[src/rtl/busyGuardPkg.sv]
package busyGuardPkg;
  localparam int STAT_W   = 32;
  localparam int LIVE_BIT = 20;
  localparam int END_BIT  = 21;
  localparam int TMO_BIT  = 3;

  localparam logic [STAT_W-1:0] STICKY_BITS =
    (STAT_W'(1) << END_BIT) | (STAT_W'(1) << TMO_BIT);

  typedef struct packed {
    logic loadCnt;
    logic runCnt;
  } timerCmd_t;

  typedef enum logic {ST_IDLE, ST_ARMED} monState_t;
endpackage

[src/rtl/busyGuardTimer.sv]
module busyGuardTimer
  import busyGuardPkg::*;
#(
  parameter int TMR_W = 32,
  parameter logic [TMR_W-1:0] RST_LOAD = '0
) (
  input  logic             clk,
  input  logic             rstN,
  input  timerCmd_t        cmd,
  input  logic             loadWr,
  input  logic [TMR_W-1:0] loadVal,
  output logic             expireHit
);
  localparam logic [TMR_W-1:0] ONE = TMR_W'(1);

  logic [TMR_W-1:0] loadReg;
  logic [TMR_W-1:0] cnt;
  logic             cntOn;

  // reload register, preset to the default busy window
  always_ff @(posedge clk) begin
    if (!rstN)       loadReg <= RST_LOAD;
    else if (loadWr) loadReg <= loadVal;
  end

  // down counter; a zero reload leaves it disabled
  always_ff @(posedge clk) begin
    if (!rstN) begin
      cnt   <= '0;
      cntOn <= 1'b0;
    end else if (cmd.loadCnt) begin
      cnt   <= loadReg;
      cntOn <= (loadReg != '0);
    end else if (cmd.runCnt && cntOn && cnt != '0) begin
      cnt <= cnt - ONE;
    end
  end

  assign expireHit = cmd.runCnt && !cmd.loadCnt && cntOn && (cnt == ONE);

  AST_CNT_DOWN: assert property (@(posedge clk) disable iff (!rstN)
    (cmd.runCnt && !cmd.loadCnt && cntOn && cnt > ONE) |=> cnt == $past(cnt) - ONE)
    else $error("counter did not step down");
  AST_IDLE_HOLD: assert property (@(posedge clk) disable iff (!rstN)
    (!cmd.runCnt && !cmd.loadCnt) |=> $stable(cnt))
    else $error("counter moved while disarmed");
endmodule

[src/rtl/busyGuardCtrl.sv]
module busyGuardCtrl
  import busyGuardPkg::*;
(
  input  logic              clk,
  input  logic              rstN,
  input  logic              dat0In,
  input  logic              rspDone,
  input  logic              busyExpected,
  input  logic              expireHit,
  input  logic [STAT_W-1:0] maskIn,
  input  logic [STAT_W-1:0] clearIn,
  output timerCmd_t         timerCmd,
  output logic [STAT_W-1:0] statusOut,
  output logic              irqOut
);
  logic syncA, syncB, busyPrev;
  logic busyLive, busyFall;
  logic armStart, endSet, tmoSet;
  monState_t state, stateNext;
  logic [STAT_W-1:0] stickyVec, setVec, stickyNext;

  // two-flop synchronizer, line idles high (not busy)
  always_ff @(posedge clk) begin
    if (!rstN) begin
      syncA    <= 1'b1;
      syncB    <= 1'b1;
      busyPrev <= 1'b0;
    end else begin
      syncA    <= dat0In;
      syncB    <= syncA;
      busyPrev <= busyLive;
    end
  end

  assign busyLive = ~syncB;
  assign busyFall = busyPrev & ~busyLive;

  assign armStart = rspDone & busyExpected;
  assign endSet   = (state == ST_ARMED) & busyFall;
  assign tmoSet   = (state == ST_ARMED) & expireHit & ~busyFall;

  always_comb begin
    stateNext = state;
    if (armStart)             stateNext = ST_ARMED;
    else if (endSet || tmoSet) stateNext = ST_IDLE;
  end

  always_ff @(posedge clk) begin
    if (!rstN) state <= ST_IDLE;
    else       state <= stateNext;
  end

  always_comb begin
    timerCmd.loadCnt = armStart;
    timerCmd.runCnt  = (state == ST_ARMED);
  end

  // sticky flags: a new event wins over a clear in the same cycle
  always_comb begin
    setVec = '0;
    setVec[END_BIT] = endSet;
    setVec[TMO_BIT] = tmoSet;
    stickyNext = ((stickyVec & ~clearIn) | setVec) & STICKY_BITS;
  end

  always_ff @(posedge clk) begin
    if (!rstN) stickyVec <= '0;
    else       stickyVec <= stickyNext;
  end

  always_comb begin
    statusOut = stickyVec;
    statusOut[LIVE_BIT] = busyLive;
  end

  assign irqOut = |(stickyVec & maskIn);

  AST_END_DISARMS: assert property (@(posedge clk) disable iff (!rstN)
    (endSet && !armStart) |=> state == ST_IDLE)
    else $error("monitor stayed armed after busy end");
  AST_ONE_EVENT: assert property (@(posedge clk) disable iff (!rstN)
    !($rose(stickyVec[END_BIT]) && $rose(stickyVec[TMO_BIT])))
    else $error("both events in one cycle");
  AST_END_ONLY_ARMED: assert property (@(posedge clk) disable iff (!rstN)
    $rose(stickyVec[END_BIT]) |-> $past(state) == ST_ARMED)
    else $error("busy end recorded while idle");
  AST_CLEAR_END: assert property (@(posedge clk) disable iff (!rstN)
    (clearIn[END_BIT] && !endSet) |=> !stickyVec[END_BIT])
    else $error("clear did not drop busy end");
  AST_CLEAR_TMO: assert property (@(posedge clk) disable iff (!rstN)
    (clearIn[TMO_BIT] && !tmoSet) |=> !stickyVec[TMO_BIT])
    else $error("clear did not drop timeout");
endmodule

[src/rtl/busyGuard.sv]
module busyGuard
  import busyGuardPkg::*;
#(
  parameter int CARD_CLK_HZ     = 25_000_000,
  parameter int BUSY_MS_DEFAULT = 1000,
  parameter int TMR_W           = 32
) (
  input  logic              clk,
  input  logic              rstN,
  input  logic              dat0In,
  input  logic              rspDone,
  input  logic              busyExpected,
  input  logic              timerLoadEn,
  input  logic [TMR_W-1:0]  timerLoadVal,
  input  logic [STAT_W-1:0] maskIn,
  input  logic [STAT_W-1:0] clearIn,
  output logic [STAT_W-1:0] statusOut,
  output logic              irqOut
);
  localparam logic [63:0] DEF_PROD =
    64'(BUSY_MS_DEFAULT) * 64'(CARD_CLK_HZ) / 64'd1000;
  localparam logic [TMR_W-1:0] DEF_LOAD = DEF_PROD[TMR_W-1:0];

  timerCmd_t timerCmd;
  logic      expireHit;

  busyGuardCtrl u_ctrl (
    .clk          (clk),
    .rstN         (rstN),
    .dat0In       (dat0In),
    .rspDone      (rspDone),
    .busyExpected (busyExpected),
    .expireHit    (expireHit),
    .maskIn       (maskIn),
    .clearIn      (clearIn),
    .timerCmd     (timerCmd),
    .statusOut    (statusOut),
    .irqOut       (irqOut)
  );

  busyGuardTimer #(
    .TMR_W    (TMR_W),
    .RST_LOAD (DEF_LOAD)
  ) u_timer (
    .clk       (clk),
    .rstN      (rstN),
    .cmd       (timerCmd),
    .loadWr    (timerLoadEn),
    .loadVal   (timerLoadVal),
    .expireHit (expireHit)
  );
endmodule

[config.mk]
export PLATFORM = sky130hd
export DESIGN_NAME = busyGuard
export DESIGN_NICKNAME = d
export VERILOG_FILES = /design/src/rtl/busyGuardPkg.sv /design/src/rtl/busyGuardTimer.sv /design/src/rtl/busyGuardCtrl.sv /design/src/rtl/busyGuard.sv
export SDC_FILE = /design/constraint.sdc
export NUM_CORES = 1
export LEC_CHECK = 0
export BUFFER_PORTS_ARGS = -buffer_cell sky130_fd_sc_hd__buf_2
export CELL_PAD_IN_SITES_DETAIL_PLACEMENT = 0
export CELL_PAD_IN_SITES_GLOBAL_PLACEMENT = 2
export CORE_UTILIZATION = 29
export CTS_BUF_LIST = sky130_fd_sc_hd__clkbuf_4 sky130_fd_sc_hd__clkbuf_8
export CTS_CLUSTER_DIAMETER = 80
export DETAILED_ROUTE_END_ITERATION = 16
export PLACE_DENSITY = 0.91
export SETUP_SLACK_MARGIN = 0.4
export SYNTH_ARGS = -nofsm -noshare
export SYNTH_HDL_FRONTEND = slang
export SYNTH_SLANG_ARGS = --single-unit
[constraint.sdc]
create_clock -name clk -period 2.7 [get_ports clk]
set_input_delay 0.27 -clock clk [delete_from_list [all_inputs] [get_ports clk]]
set_output_delay 0.27 -clock clk [all_outputs]
set_load 0.005 [all_outputs]
==> flow_summary.yaml <==
routing:
  drc: 0
  dr_total_vias: 3355
  drtPass1Iterations: 5
  ant_nets: 0
  vias_per_cell: 5.11
  maxUsedRoutingLayer: "met4"
  routed-wl-met2_um: 4600
  post_drt_wl_per_cell_um: 15.2
  wl_met1_um: 4630
  drtIter0Drc: 302
  routed_wl_um: 9940
  dr_wl_met3_um: 480
pwr:
  pwr_density_cell_nw_per_um2: 586
  leakagePower_nw: 1.75
  pwr-share-comb_pct: 17.1
  ir_drop_mv: 0.329
  seqPwrFrac_pct: 45.5
  internal-power_mw: 1.81
  switching_power_mw: 0.763
  p_total_mw: 2.57
  swShare_pct: 29.7
  clkPwrFrac_pct: 37.4
critical_path:
  endpoint_kind: "register"
  cp_data_arrival_time_ns: 2.53
  worstSetupStartpointType: "register"
  cp_max_fo: 12
  critical_path_class: "register to register"
  worstPathRequired_ns: 2.99
placement:
  placed_cells: 637
  dpl_cell_area_sq_um: 4040
  port_buffers: 45
  gp_congestion: 0.818
  dpl.hpwl_um: 6820
  pre_cts_ws_ns: 0.191
synthesis:
  dominantRegCellSynth: "dfxtp_1"
  ys_async_sr_fraction_pct: 0
  synth.avg_cell_area_sq_um: 8.61
  synth_area_leaders: "dfxtp_1 38%, mux2i_1 8.8%, buf_4 6.0%"
  synth.most_common_cell: "dfxtp_1"
  synth-seq-area-share_pct: 38.0
  synth_top_area_cell: "dfxtp_1"
  synth_edf_count: 0
  ys_seq_elements: 71
  synth_cell_types: 60
  yosys-top-cells-count: "71 x dfxtp_1, 42 x nand2_1, 35 x nor2_1"
  synth.top_cell.area_share_pct: 38.0
  yosysWarningCount: 0
  synth_cells: 435
  netlist_area_sq_um: 3740
sta:
  clock_skew_ns: 0.0128
  setup_violations: 0
  worst_pin_slew_ns: 0.916
  slew_violations: 0
  timing.hold.ws_ns: 0.0774
  finalHoldViolations: 0
  fin_crit_ns: 2.24
  rsz0062_at_grt: "true"
  post-route-period-util_pct: 83.1
  fin_ws_ns: 0.457
  fmax_mhz: 446
  fin_setup_tns_ns: 0
  max_slew_margin_pct: 39.0
die:
  initial_utilization_pct: 29.7
  fp.dieH_um: 116
  core_area_sq_um: 12600
  placementRows: 41
  boundaryPins: 135
  die_area_sq_um: 13400
  dieWidth_um: 116
global_routing:
  grt_pass1_wl_um: 15900
  grt-ovfl-total: 0
  antenna_found_initial: 0
  globalRouteTotalUtil_pct: 15.4
  grt_max_degree: 48
  grt_pass1_vias: 3157
cts:
  worstSkewPairLatency_ns: 0.37
  clock_path_buffers: 2
  ctsRootBufferMaster: "clkbuf_8"
  cts.clk_slew.worst_paths_ns: 0.09
  htreeDepth: 3
  clock_sinks: 71
  cts_made_buffers: 9
  hold_buffers: 0
  cts_tree: "built"
finish:
  drive_gt1_share_pct: 22.5
  diodes: 0
  post-route-cell-area_sq_um: 4400
  final_core_util_pct: 34.8
  instances_no_fill: 656
  area_growth_pct: 17.4
  finish.net_count: 583
run_status:
  status: "completed"
job:
  max-cap-violations: 0
worst_hold_path:
  hold_path.class: "primary input to register"
-- timing repair --
item	in CTS	in global routing
endpoints found under the setup margin	29	32
buffers inserted	1	1
gates resized for setup	8	14
pin swaps	1	6
cloned	0	1
-- metal layers --
metal | track usage (%) | vias to the layer above
met5 | 0 | -
met4 | 7.86 | 0
met3 | 2.46 | 18
met2 | 24.7 | 121
met1 | 20.1 | 1567
li1 | - | 1649
-- layout make-up --
cell class	count	area, sq um
Clock buffer	9	124
Clock inverter	7	96.3
Fill cell	1329	8220
Inverter	5	18.8
Multi-Input combinational cell	332	2140
Sequential cell	71	1430
Tap cell	172	215
Timing Repair Buffer	60	372
-- registers in the layout (all words and copies together), names as in the netlist --
signal	count
u_timer.cnt	32
u_timer.loadReg	32
u_ctrl.stickyVec	2
u_ctrl.busyPrev	1
u_ctrl.state	1
u_ctrl.syncA	1
u_ctrl.syncB	1
u_timer.cntOn	1
-- worst paths after layout --
| path | start | to | slack [ns] | cells past startpoint |
|---|---|---|---|---|
| min | dat0In | u_ctrl.syncA | 0.08 | 2 |
| min reg2reg | u_ctrl.syncA | u_ctrl.syncB | 0.41 | 1 |
| max | u_timer.cnt[27] | u_timer.cnt[29] | 0.46 | 7 |
| max reg2reg | u_timer.cnt[27] | u_timer.cnt[29] | 0.46 | 7 |
-- placed cells by master, fill, tap and decap left out, types with 4 or more instances in the layout --
master | synthesis | routed
dfxtp_1 | 71 | 67
nand3_1 | 11 | 11
clkbuf_8 | 0 | 9
inv_1 | 4 | 4
nor2_1 | 35 | 35
nor4_1 | 17 | 15
and3_1 | 5 | 5
or2_2 | 6 | 6
nand4_1 | 8 | 8
dfxtp_2 | 0 | 4
o211ai_1 | 8 | 8
nor3_1 | 10 | 8
a21oi_1 | 11 | 11
o21ai_0 | 16 | 16
or3_1 | 13 | 12
conb_1 | 1 | 29
nand2_1 | 42 | 42
or4_1 | 9 | 8
mux2i_1 | 33 | 33
a31oi_1 | 22 | 22
buf_4 | 30 | 12
buf_2 | 2 | 45
-- power groups by stage --
| stage | Clock [mW] | Combinational [mW] | Sequential, mW |
|---|---|---|---|
| floorplan | 0 | 0.324 | 1.17 |
| global placement | 0 | 0.403 | 1.19 |
| detailed placement | 0 | 0.410 | 1.19 |
| CTS | 0.975 | 0.424 | 1.17 |
| global route | 1.04 | 0.488 | 1.18 |
| finish | 0.963 | 0.439 | 1.17 |
-- critical path, stage by stage, from the launching register on --
cell	delay [ns]
dfxtp_2	0.35
or4_4	0.58
or3_4	0.39
o31ai_4	0.29
buf_6	0.16
clkbuf_16	0.15
o311ai_1	0.10
a31oi_1	0.15
-- cells by family (layout without fill, tap and decap cells) --
| group | after synthesis | in the layout | share of synthesized area [%] |
|---|---|---|---|
| other | 1 | 29 | 0.100 |
| xor gates and xnor gates | 3 | 3 | 0.702 |
| AOI/OAI and AO/OA | 91 | 91 | 17.2 |
| muxes | 33 | 33 | 8.82 |
| DFF | 71 | 71 | 38.0 |
| adders and majority gates | 2 | 2 | 0.668 |
| buffers and inverters | 60 | 81 | 9.79 |
| and+or+nand+nor | 174 | 174 | 24.7 |
No activity file was read; power rests on OpenSTA's default activity.
